$ cat src/rtl/mbx_pkg.sv
package mbx_pkg;
    localparam logic [2:0] ADDR_FRAME = 3'b011;
    localparam logic [2:0] ADDR_STAT  = 3'b100;
    localparam int SIZE_W  = 11;
    localparam int PORT_W  = 3;
    localparam int MIN_LEN = 64;
    localparam int HDR_RX  = 6;

    typedef enum logic [2:0] {
        TX_SZLO, TX_SZHI, TX_PORT, TX_STAT, TX_FWD, TX_DROP
    } tx_state_e;

    typedef enum logic {
        RD_HEADER, RD_PAYLOAD
    } rd_state_e;
endpackage

$ cat src/rtl/mbx_tx_inject.sv
module mbx_tx_inject
    import mbx_pkg::*;
(
    input  logic              clk,
    input  logic              rst_n,
    input  logic              wr_en,
    input  logic [7:0]        wdata,
    input  logic              err_clr,
    output logic              tx_valid,
    output logic [7:0]        tx_data,
    output logic              tx_last,
    output logic [PORT_W-1:0] tx_port,
    output logic [7:0]        tx_status,
    output logic              err_flag
);
    tx_state_e         state_q, state_d;
    logic [SIZE_W-1:0] size_q, cnt_q;
    logic [PORT_W-1:0] port_q;
    logic [7:0]        stat_q;
    logic              final_byte, short_frame;

    assign final_byte  = (cnt_q == size_q - SIZE_W'(1));
    assign short_frame = (size_q < SIZE_W'(MIN_LEN));
    assign tx_port     = port_q;
    assign tx_status   = stat_q;

    always_ff @(posedge clk) begin
        if (!rst_n) state_q <= TX_SZLO;
        else        state_q <= state_d;
    end

    always_comb begin
        state_d = state_q;
        if (wr_en) begin
            unique case (state_q)
                TX_SZLO: state_d = TX_SZHI;
                TX_SZHI: state_d = TX_PORT;
                TX_PORT: state_d = TX_STAT;
                TX_STAT: begin
                    if (!short_frame)            state_d = TX_FWD;
                    else if (size_q == '0)       state_d = TX_SZLO;
                    else                         state_d = TX_DROP;
                end
                TX_FWD, TX_DROP: if (final_byte) state_d = TX_SZLO;
                default: state_d = TX_SZLO;
            endcase
        end
    end

    always_ff @(posedge clk) begin
        if (!rst_n) begin
            tx_valid <= 1'b0;
            tx_last  <= 1'b0;
            tx_data  <= '0;
            size_q   <= '0;
            cnt_q    <= '0;
            port_q   <= '0;
            stat_q   <= '0;
            err_flag <= 1'b0;
        end else begin
            tx_valid <= 1'b0;
            tx_last  <= 1'b0;
            if (err_clr) err_flag <= 1'b0;
            if (wr_en) begin
                unique case (state_q)
                    TX_SZLO: size_q[7:0]        <= wdata;
                    TX_SZHI: size_q[SIZE_W-1:8] <= wdata[SIZE_W-9:0];
                    TX_PORT: port_q             <= wdata[PORT_W-1:0];
                    TX_STAT: begin
                        stat_q <= wdata;
                        cnt_q  <= '0;
                        if (short_frame) err_flag <= 1'b1;
                    end
                    TX_FWD: begin
                        tx_valid <= 1'b1;
                        tx_data  <= wdata;
                        tx_last  <= final_byte;
                        cnt_q    <= cnt_q + SIZE_W'(1);
                    end
                    TX_DROP: cnt_q <= cnt_q + SIZE_W'(1);
                    default: ;
                endcase
            end
        end
    end


    drop_silent_chk: assert property (@(posedge clk) disable iff (!rst_n)
        (state_q == TX_DROP) |=> !tx_valid);

    last_in_frame_chk: assert property (@(posedge clk) disable iff (!rst_n)
        tx_last |-> tx_valid);

    fwd_only_long_chk: assert property (@(posedge clk) disable iff (!rst_n)
        (state_q == TX_FWD) |-> !short_frame);
endmodule

$ cat src/rtl/mbx_rx_store.sv
module mbx_rx_store
    import mbx_pkg::*;
#(
    parameter int DEPTH = 128,
    localparam int CNT_W = $clog2(DEPTH + 1),
    localparam int IDX_W = $clog2(DEPTH)
) (
    input  logic              clk,
    input  logic              rst_n,
    input  logic              rx_valid,
    input  logic [7:0]        rx_data,
    input  logic              rx_last,
    input  logic [PORT_W-1:0] rx_port,
    input  logic [7:0]        rx_status,
    input  logic [15:0]       rx_vlan,
    output logic              rx_ready,
    input  logic              pop,
    input  logic [IDX_W-1:0]  rd_idx,
    output logic [7:0]        rd_byte,
    output logic              head_full,
    output logic [CNT_W-1:0]  head_len,
    output logic [PORT_W-1:0] head_port,
    output logic [7:0]        head_stat,
    output logic [15:0]       head_vlan
);
    logic [7:0]        mem [2][DEPTH];
    logic [1:0]        full_q;
    logic [CNT_W-1:0]  len_q  [2];
    logic [PORT_W-1:0] port_q [2];
    logic [7:0]        stat_q [2];
    logic [15:0]       vlan_q [2];
    logic              wsel_q, rsel_q;
    logic [CNT_W-1:0]  wcnt_q;
    logic              take, room;

    assign rx_ready = !full_q[wsel_q];
    assign take     = rx_valid && rx_ready;
    assign room     = (wcnt_q < CNT_W'(DEPTH));

    always_ff @(posedge clk) begin
        if (take && room) mem[wsel_q][wcnt_q[IDX_W-1:0]] <= rx_data;
    end

    always_ff @(posedge clk) begin
        if (!rst_n) begin
            full_q <= '0;
            wsel_q <= 1'b0;
            rsel_q <= 1'b0;
            wcnt_q <= '0;
            for (int s = 0; s < 2; s++) begin
                len_q[s]  <= '0;
                port_q[s] <= '0;
                stat_q[s] <= '0;
                vlan_q[s] <= '0;
            end
        end else begin
            if (take) begin
                if (rx_last) begin
                    full_q[wsel_q] <= 1'b1;
                    len_q[wsel_q]  <= room ? wcnt_q + CNT_W'(1) : wcnt_q;
                    port_q[wsel_q] <= rx_port;
                    stat_q[wsel_q] <= rx_status;
                    vlan_q[wsel_q] <= rx_vlan;
                    wsel_q         <= !wsel_q;
                    wcnt_q         <= '0;
                end else if (room) begin
                    wcnt_q <= wcnt_q + CNT_W'(1);
                end
            end
            if (pop) begin
                full_q[rsel_q] <= 1'b0;
                rsel_q         <= !rsel_q;
            end
        end
    end

    assign head_full = full_q[rsel_q];
    assign head_len  = len_q[rsel_q];
    assign head_port = port_q[rsel_q];
    assign head_stat = stat_q[rsel_q];
    assign head_vlan = vlan_q[rsel_q];
    assign rd_byte   = mem[rsel_q][rd_idx];


    fill_bound_chk: assert property (@(posedge clk) disable iff (!rst_n)
        wcnt_q <= CNT_W'(DEPTH));

    pop_has_frame_chk: assert property (@(posedge clk) disable iff (!rst_n)
        pop |-> head_full);
endmodule

$ cat src/rtl/mbx_rx_present.sv
module mbx_rx_present
    import mbx_pkg::*;
#(
    parameter int DEPTH = 128,
    localparam int CNT_W = $clog2(DEPTH + 1),
    localparam int IDX_W = $clog2(DEPTH)
) (
    input  logic              clk,
    input  logic              rst_n,
    input  logic              rd_en,
    input  logic              head_full,
    input  logic [CNT_W-1:0]  head_len,
    input  logic [PORT_W-1:0] head_port,
    input  logic [7:0]        head_stat,
    input  logic [15:0]       head_vlan,
    input  logic [7:0]        rd_byte,
    output logic [IDX_W-1:0]  rd_idx,
    output logic              pop,
    output logic [7:0]        data_out
);
    rd_state_e        state_q, state_d;
    logic [CNT_W-1:0] idx_q;
    logic [SIZE_W-1:0] size_w;
    logic             step, hdr_done, pay_done;

    assign size_w   = SIZE_W'(head_len);
    assign step     = rd_en && head_full;
    assign hdr_done = (idx_q == CNT_W'(HDR_RX - 1));
    assign pay_done = (idx_q == head_len - CNT_W'(1));
    assign pop      = step && (state_q == RD_PAYLOAD) && pay_done;
    assign rd_idx   = idx_q[IDX_W-1:0];

    always_ff @(posedge clk) begin
        if (!rst_n) state_q <= RD_HEADER;
        else        state_q <= state_d;
    end

    always_comb begin
        state_d = state_q;
        if (step) begin
            unique case (state_q)
                RD_HEADER:  if (hdr_done) state_d = RD_PAYLOAD;
                RD_PAYLOAD: if (pay_done) state_d = RD_HEADER;
                default:    state_d = RD_HEADER;
            endcase
        end
    end

    always_ff @(posedge clk) begin
        if (!rst_n) idx_q <= '0;
        else if (step) begin
            if ((state_q == RD_HEADER && hdr_done) || pop) idx_q <= '0;
            else                                          idx_q <= idx_q + CNT_W'(1);
        end
    end

    always_comb begin
        data_out = 8'h00;
        if (head_full) begin
            if (state_q == RD_PAYLOAD) data_out = rd_byte;
            else begin
                unique case (idx_q)
                    CNT_W'(0): data_out = size_w[7:0];
                    CNT_W'(1): data_out = 8'(size_w[SIZE_W-1:8]);
                    CNT_W'(2): data_out = 8'(head_port);
                    CNT_W'(3): data_out = head_stat;
                    CNT_W'(4): data_out = head_vlan[15:8];
                    default:   data_out = head_vlan[7:0];
                endcase
            end
        end
    end


    payload_in_range_chk: assert property (@(posedge clk) disable iff (!rst_n)
        (state_q == RD_PAYLOAD) |-> (idx_q < head_len));

    idle_quiet_chk: assert property (@(posedge clk) disable iff (!rst_n)
        !head_full |=> ($stable(idx_q) && $stable(state_q)));
endmodule

$ cat src/rtl/cpu_frame_mailbox.sv
module cpu_frame_mailbox
    import mbx_pkg::*;
#(
    parameter int DEPTH = 128,
    localparam int CNT_W = $clog2(DEPTH + 1),
    localparam int IDX_W = $clog2(DEPTH)
) (
    input  logic              clk,
    input  logic              rst_n,
    input  logic [2:0]        host_addr,
    input  logic              host_wr,
    input  logic              host_rd,
    input  logic [7:0]        host_wdata,
    output logic [7:0]        host_rdata,
    output logic              irq,
    output logic              tx_valid,
    output logic [7:0]        tx_data,
    output logic              tx_last,
    output logic [PORT_W-1:0] tx_port,
    output logic [7:0]        tx_status,
    input  logic              rx_valid,
    input  logic [7:0]        rx_data,
    input  logic              rx_last,
    output logic              rx_ready,
    input  logic [PORT_W-1:0] rx_port,
    input  logic [7:0]        rx_status,
    input  logic [15:0]       rx_vlan
);
    logic              wr_frame, rd_frame, err_clr, err_flag;
    logic              pop, head_full;
    logic [IDX_W-1:0]  rd_idx;
    logic [7:0]        rd_byte, frame_byte;
    logic [CNT_W-1:0]  head_len;
    logic [PORT_W-1:0] head_port;
    logic [7:0]        head_stat;
    logic [15:0]       head_vlan;

    assign wr_frame = host_wr && (host_addr == ADDR_FRAME);
    assign rd_frame = host_rd && (host_addr == ADDR_FRAME);
    assign err_clr  = host_wr && (host_addr == ADDR_STAT) && host_wdata[0];
    assign irq      = head_full;

    mbx_tx_inject u_tx (
        .clk(clk), .rst_n(rst_n), .wr_en(wr_frame), .wdata(host_wdata),
        .err_clr(err_clr), .tx_valid(tx_valid), .tx_data(tx_data),
        .tx_last(tx_last), .tx_port(tx_port), .tx_status(tx_status),
        .err_flag(err_flag)
    );

    mbx_rx_store #(.DEPTH(DEPTH)) u_store (
        .clk(clk), .rst_n(rst_n), .rx_valid(rx_valid), .rx_data(rx_data),
        .rx_last(rx_last), .rx_port(rx_port), .rx_status(rx_status),
        .rx_vlan(rx_vlan), .rx_ready(rx_ready), .pop(pop), .rd_idx(rd_idx),
        .rd_byte(rd_byte), .head_full(head_full), .head_len(head_len),
        .head_port(head_port), .head_stat(head_stat), .head_vlan(head_vlan)
    );

    mbx_rx_present #(.DEPTH(DEPTH)) u_present (
        .clk(clk), .rst_n(rst_n), .rd_en(rd_frame), .head_full(head_full),
        .head_len(head_len), .head_port(head_port), .head_stat(head_stat),
        .head_vlan(head_vlan), .rd_byte(rd_byte), .rd_idx(rd_idx),
        .pop(pop), .data_out(frame_byte)
    );

    always_comb begin
        unique case (host_addr)
            ADDR_FRAME: host_rdata = frame_byte;
            ADDR_STAT:  host_rdata = {6'b0, irq, err_flag};
            default:    host_rdata = 8'h00;
        endcase
    end


    empty_reads_zero_chk: assert property (@(posedge clk) disable iff (!rst_n)
        (!irq && host_addr == ADDR_FRAME) |-> (host_rdata == 8'h00));

    irq_from_stream_chk: assert property (@(posedge clk) disable iff (!rst_n)
        (!irq && !(rx_valid && rx_ready && rx_last)) |=> !irq);
endmodule

$ cat config.mk
export PLATFORM = sky130hd
export DESIGN_NAME = cpu_frame_mailbox
export DESIGN_NICKNAME = d
export VERILOG_FILES = /design/src/rtl/mbx_pkg.sv /design/src/rtl/mbx_tx_inject.sv /design/src/rtl/mbx_rx_store.sv /design/src/rtl/mbx_rx_present.sv /design/src/rtl/cpu_frame_mailbox.sv
export SDC_FILE = /design/constraint.sdc
export NUM_CORES = 2
export LEC_CHECK = 0
export BUFFER_PORTS_ARGS = -buffer_cell sky130_fd_sc_hd__buf_2
export CORE_UTILIZATION = 55
export DETAILED_ROUTE_END_ITERATION = 10
export PLACE_DENSITY = 0.73
export SETUP_SLACK_MARGIN = 0.5
export SLEW_MARGIN = 10
export SYNTH_ARGS = -nofsm -noshare
export SYNTH_HDL_FRONTEND = slang
export SYNTH_SLANG_ARGS = --single-unit
$ cat constraint.sdc
create_clock -name clk -period 4.8 [get_ports clk]
set_clock_uncertainty 0.05 [all_clocks]
set_input_delay 0.96 -clock clk [delete_from_list [all_inputs] [get_ports clk]]
set_output_delay 0.96 -clock clk [all_outputs]
set_load 0.01 [all_outputs]
==> metrics.txt <==
synth warn=0; Sink Count=2187; Synth Net Count=roughly 4.6k; RSZ-0062 raised after global routing=yes; Reg-to-Reg Start=u_store.wsel_q$_SDFFE_PN0P_; endpoints failing setup=8; DR vias=48.8k; worst-skew pair later-pin latency=roughly 0.85 ns; GRT overflow=0; register bit total from synthesis=2187; Power Dens Cells=376 nW/um^2; dpl hpwl=147000 um; Routed wire per std cell=33.1 um; final net count=between 5k and 6k; Clock Path Buffers=3; P_leak=0.0321 uW; hold crit path type=in2reg; r2r worst-path depth=9; period utilization=107%; FILL cells=10.1k; Hold Buf Count CTS=0; gate count of the mapped netlist=4522; post-synthesis area per instance=19.2 sq um; I/O Pins=83; Synth-to-Final Area Change=16.6%; number of global-route vias before repair=about 47k; VDD IR-drop max=a little under 0.4 mV; GP Congestion=0.893; antenna viol nets, final=0; port bufs=between 80 and 90; Die Y=400 um; CP max stage cell=nand2b_2; Layout Cells excl Fill=7284; CP bufs+invs=2; DRC viols=0; EDFF count, synth=around 2.1k; final core utilization=64.8%; Clock Root Buffer=clkbuf_16; max_slew headroom=16.1%; initial antenna violation count=10; worst stage delay on the critical path=between 0.6 and 0.7 ns; Worst-Margin Slew=1.25 ns; Final Cell Area=101000 sq um; H-tree depth=4; Clk pin slew, worst setup/hold paths=0.06 ns; Die X=400 um; Tmin final=5.13 ns; Max Fclk=195 MHz; Crit Path Max Fanout=12; Placed Cells=~6.8k; CP endpoint kind=output pin; core area=157000 sq um; drt total wl=241000 um; Final Max Slew Viols=0; final worst-path setup slack=-0.331 ns; Arrival @ worst endpoint=~4.1 ns; total CTS buffers=209; Cell Chain, Critical Path=nand2b_2, buf_4, nor2_1, a222oi_1, mux2i_1, o31ai_1, a311oi_4, buf_2; Critical Path RT=3.79 ns; hold_sp=host_wdata[4]; Post-DP Area=92100 sq um; Primary FF master, synth=edfxtp_1; largest net degree at the start of global routing=around 140; register area share after synthesis=74.7%; GRT Total Usage=between 20% and 30%; ys async rst share=0%; Hold EP=u_tx.tx_status[4]$_SDFFE_PN0P_; post-synth cell types=just over 80; layout cells sized above 1=about 29%; status=finished, violations left; number of detailed-route iterations in the first pass=8; crit path kind=reg2out; DRT iter0 DRCs=7239; FF-to-FF End=u_store.mem[1][267]$_DFFE_PP_; CP Launch Type=register; CP top delay family=compound AO/OA/AOI/OAI gates; row count=145; Place WS=-0.395 ns; R2R setup slack=0.62 ns; max_cap viols=0; Hold Path Depth=3; Post-Syn Area=87000 sq um; first-pass GRT wire length=around 340000 um; Initial Util=55.6%; failing checks=negative setup slack; die area=160000 sq um; Final Hold Viols=0; CTS tree=done; Via-to-Cell Ratio=approximately 6.7
cells in the final DEF (no fill, tap or decap), drive strengths merged, types with 15 or more instances in the layout:
cell | Yosys | final
inv | 16 | 21
xor2 | 15 | 15
clkbuf | 135 | 269
nor3 | 42 | 42
nand2 | 143 | 143
a221oi | 29 | 29
nand3 | 54 | 54
nand4 | 22 | 22
nor2 | 374 | 374
mux2i | 345 | 345
mux4 | 427 | 427
edfxtp | 2118 | 2118
nor2b | 17 | 17
o21ai | 68 | 68
dfxtp | 69 | 69
a31oi | 18 | 18
a22oi | 85 | 85
clkinv | 2 | 96
buf | 139 | 571
o22ai | 40 | 40
xnor2 | 34 | 34
a21oi | 81 | 81
and2 | 62 | 62
bufinv | 0 | 24
cells in the mapped netlist (all sizes together) (34+ instances only):
| cell | count | area [sq um] |
|---|---|---|
| a21oi | 81 | 417 |
| a22oi | 85 | 648 |
| and2 | 62 | 388 |
| buf | 139 | 1240 |
| clkbuf | 135 | 507 |
| dfxtp | 69 | 1380 |
| edfxtp | 2118 | 63600 |
| mux2i | 345 | 3450 |
| mux4 | 427 | 9620 |
| nand2 | 143 | 537 |
| nand3 | 54 | 270 |
| nor2 | 374 | 1410 |
| nor3 | 42 | 220 |
| o21ai | 68 | 340 |
| o22ai | 40 | 250 |
| xnor2 | 34 | 298 |
power by group:
part / switching, uW / internal, uW
combinational: 550 / 154
sequential: 30.1 / 21000
clock: 7080 / 9400
cells by family (layout without fill, tap and decap cells):
logic type	after synthesis	after routing	share of synthesized area, %
compound gates	429	429	3.41
xor+xnor	49	49	0.493
fa+ha+maj	8	8	0.115
buf+inv	292	995	2.08
flops	2187	2187	74.7
mux	784	784	15.2
other cells	0	1	0
simple gates	773	773	4.00
flip-flops by register name, summed over array words and instances (netlist names), 2 cells and up, named ones only:
| name | cells |
|---|---|
| u_store.mem | 2048 |
| u_store.vlan_q | 32 |
| u_store.len_q | 16 |
| u_store.stat_q | 16 |
| u_tx.cnt_q | 11 |
| u_tx.size_q | 11 |
| u_present.idx_q | 8 |
| u_store.wcnt_q | 8 |
| u_tx.tx_data | 8 |
| u_tx.tx_status | 8 |
| u_store.port_q | 6 |
| u_tx.state_q | 3 |
| u_tx.tx_port | 3 |
| u_store.full_q | 2 |
how the worst max path moves through the flow:
stage / to / cells past startpoint / slack [ns] / start
after floorplan: u_store.len_q[0][0]$_SDFFCE_PN0P_ / 4 / 0.35 / rx_valid
final: host_rdata[5] / 8 / -0.33 / u_present.idx_q[3]$_SDFFE_PN0P_
after global routing: host_rdata[0] / 12 / -0.30 / register
after global placement: host_rdata[3] / 8 / -0.32 / register
after CTS: host_rdata[6] / 10 / -0.22 / register
after detailed placement: host_rdata[3] / 8 / -0.39 / register
per-stage QoR:
step,power (uW),setup TNS [ns],hold WS [ns]
after global placement,22100,-0.382,0.389
after detailed placement,22100,-0.395,0.398
after floorplan,21600,0,0.415
after CTS,38200,-1.52,0.295
final,38200,-1.97,0.335
after global routing,39000,-2.14,0.322
worst register-to-register path, stage by stage (launching register included):
cell and delay [ns]:
dfxtp_1 0.64, mux2i_1 0.47, nand2_1 0.37, nor2_1 0.26, nand2_1 0.11, nor2_1 0.30
nand3_2 0.56, buf_4 0.43, nor2_1 0.43, buf_4 0.26
layout make-up:
cell class / count / area, sq um / share of cell area, %
antenna: 1 / 2.50 / 0.00247
clock buffer: 255 / 5480 / 5.40
clock inverter: 131 / 1350 / 1.33
inverter: 18 / 80.1 / 0.0789
multi-input combinational: 2043 / 21200 / 20.9
sequential: 2187 / 65000 / 64.1
tap: 2058 / 2570 / 2.54
timing repair buffer: 591 / 5740 / 5.66
what timing repair did:
item | 4_1_cts | 5_1_grt
pin swaps | 21 | 31
gates resized for setup | 158 | 103
buffers inserted | 46 | 47
cloned | 10 | 6
endpoints found under the setup margin | 8 | 16
per-layer routing:
| layer | up-vias | track usage, % | share of wire, % |
|---|---|---|---|
| li1 | 19481 | - | - |
| met1 | 25054 | 40.9 | 36 |
| met2 | 3587 | 45.7 | 46 |
| met3 | 651 | 7.66 | 12 |
| met4 | 24 | 13.4 | 4.9 |
| met5 | - | 0 | 0.073 |
No activity file was read; power rests on OpenSTA's default activity.
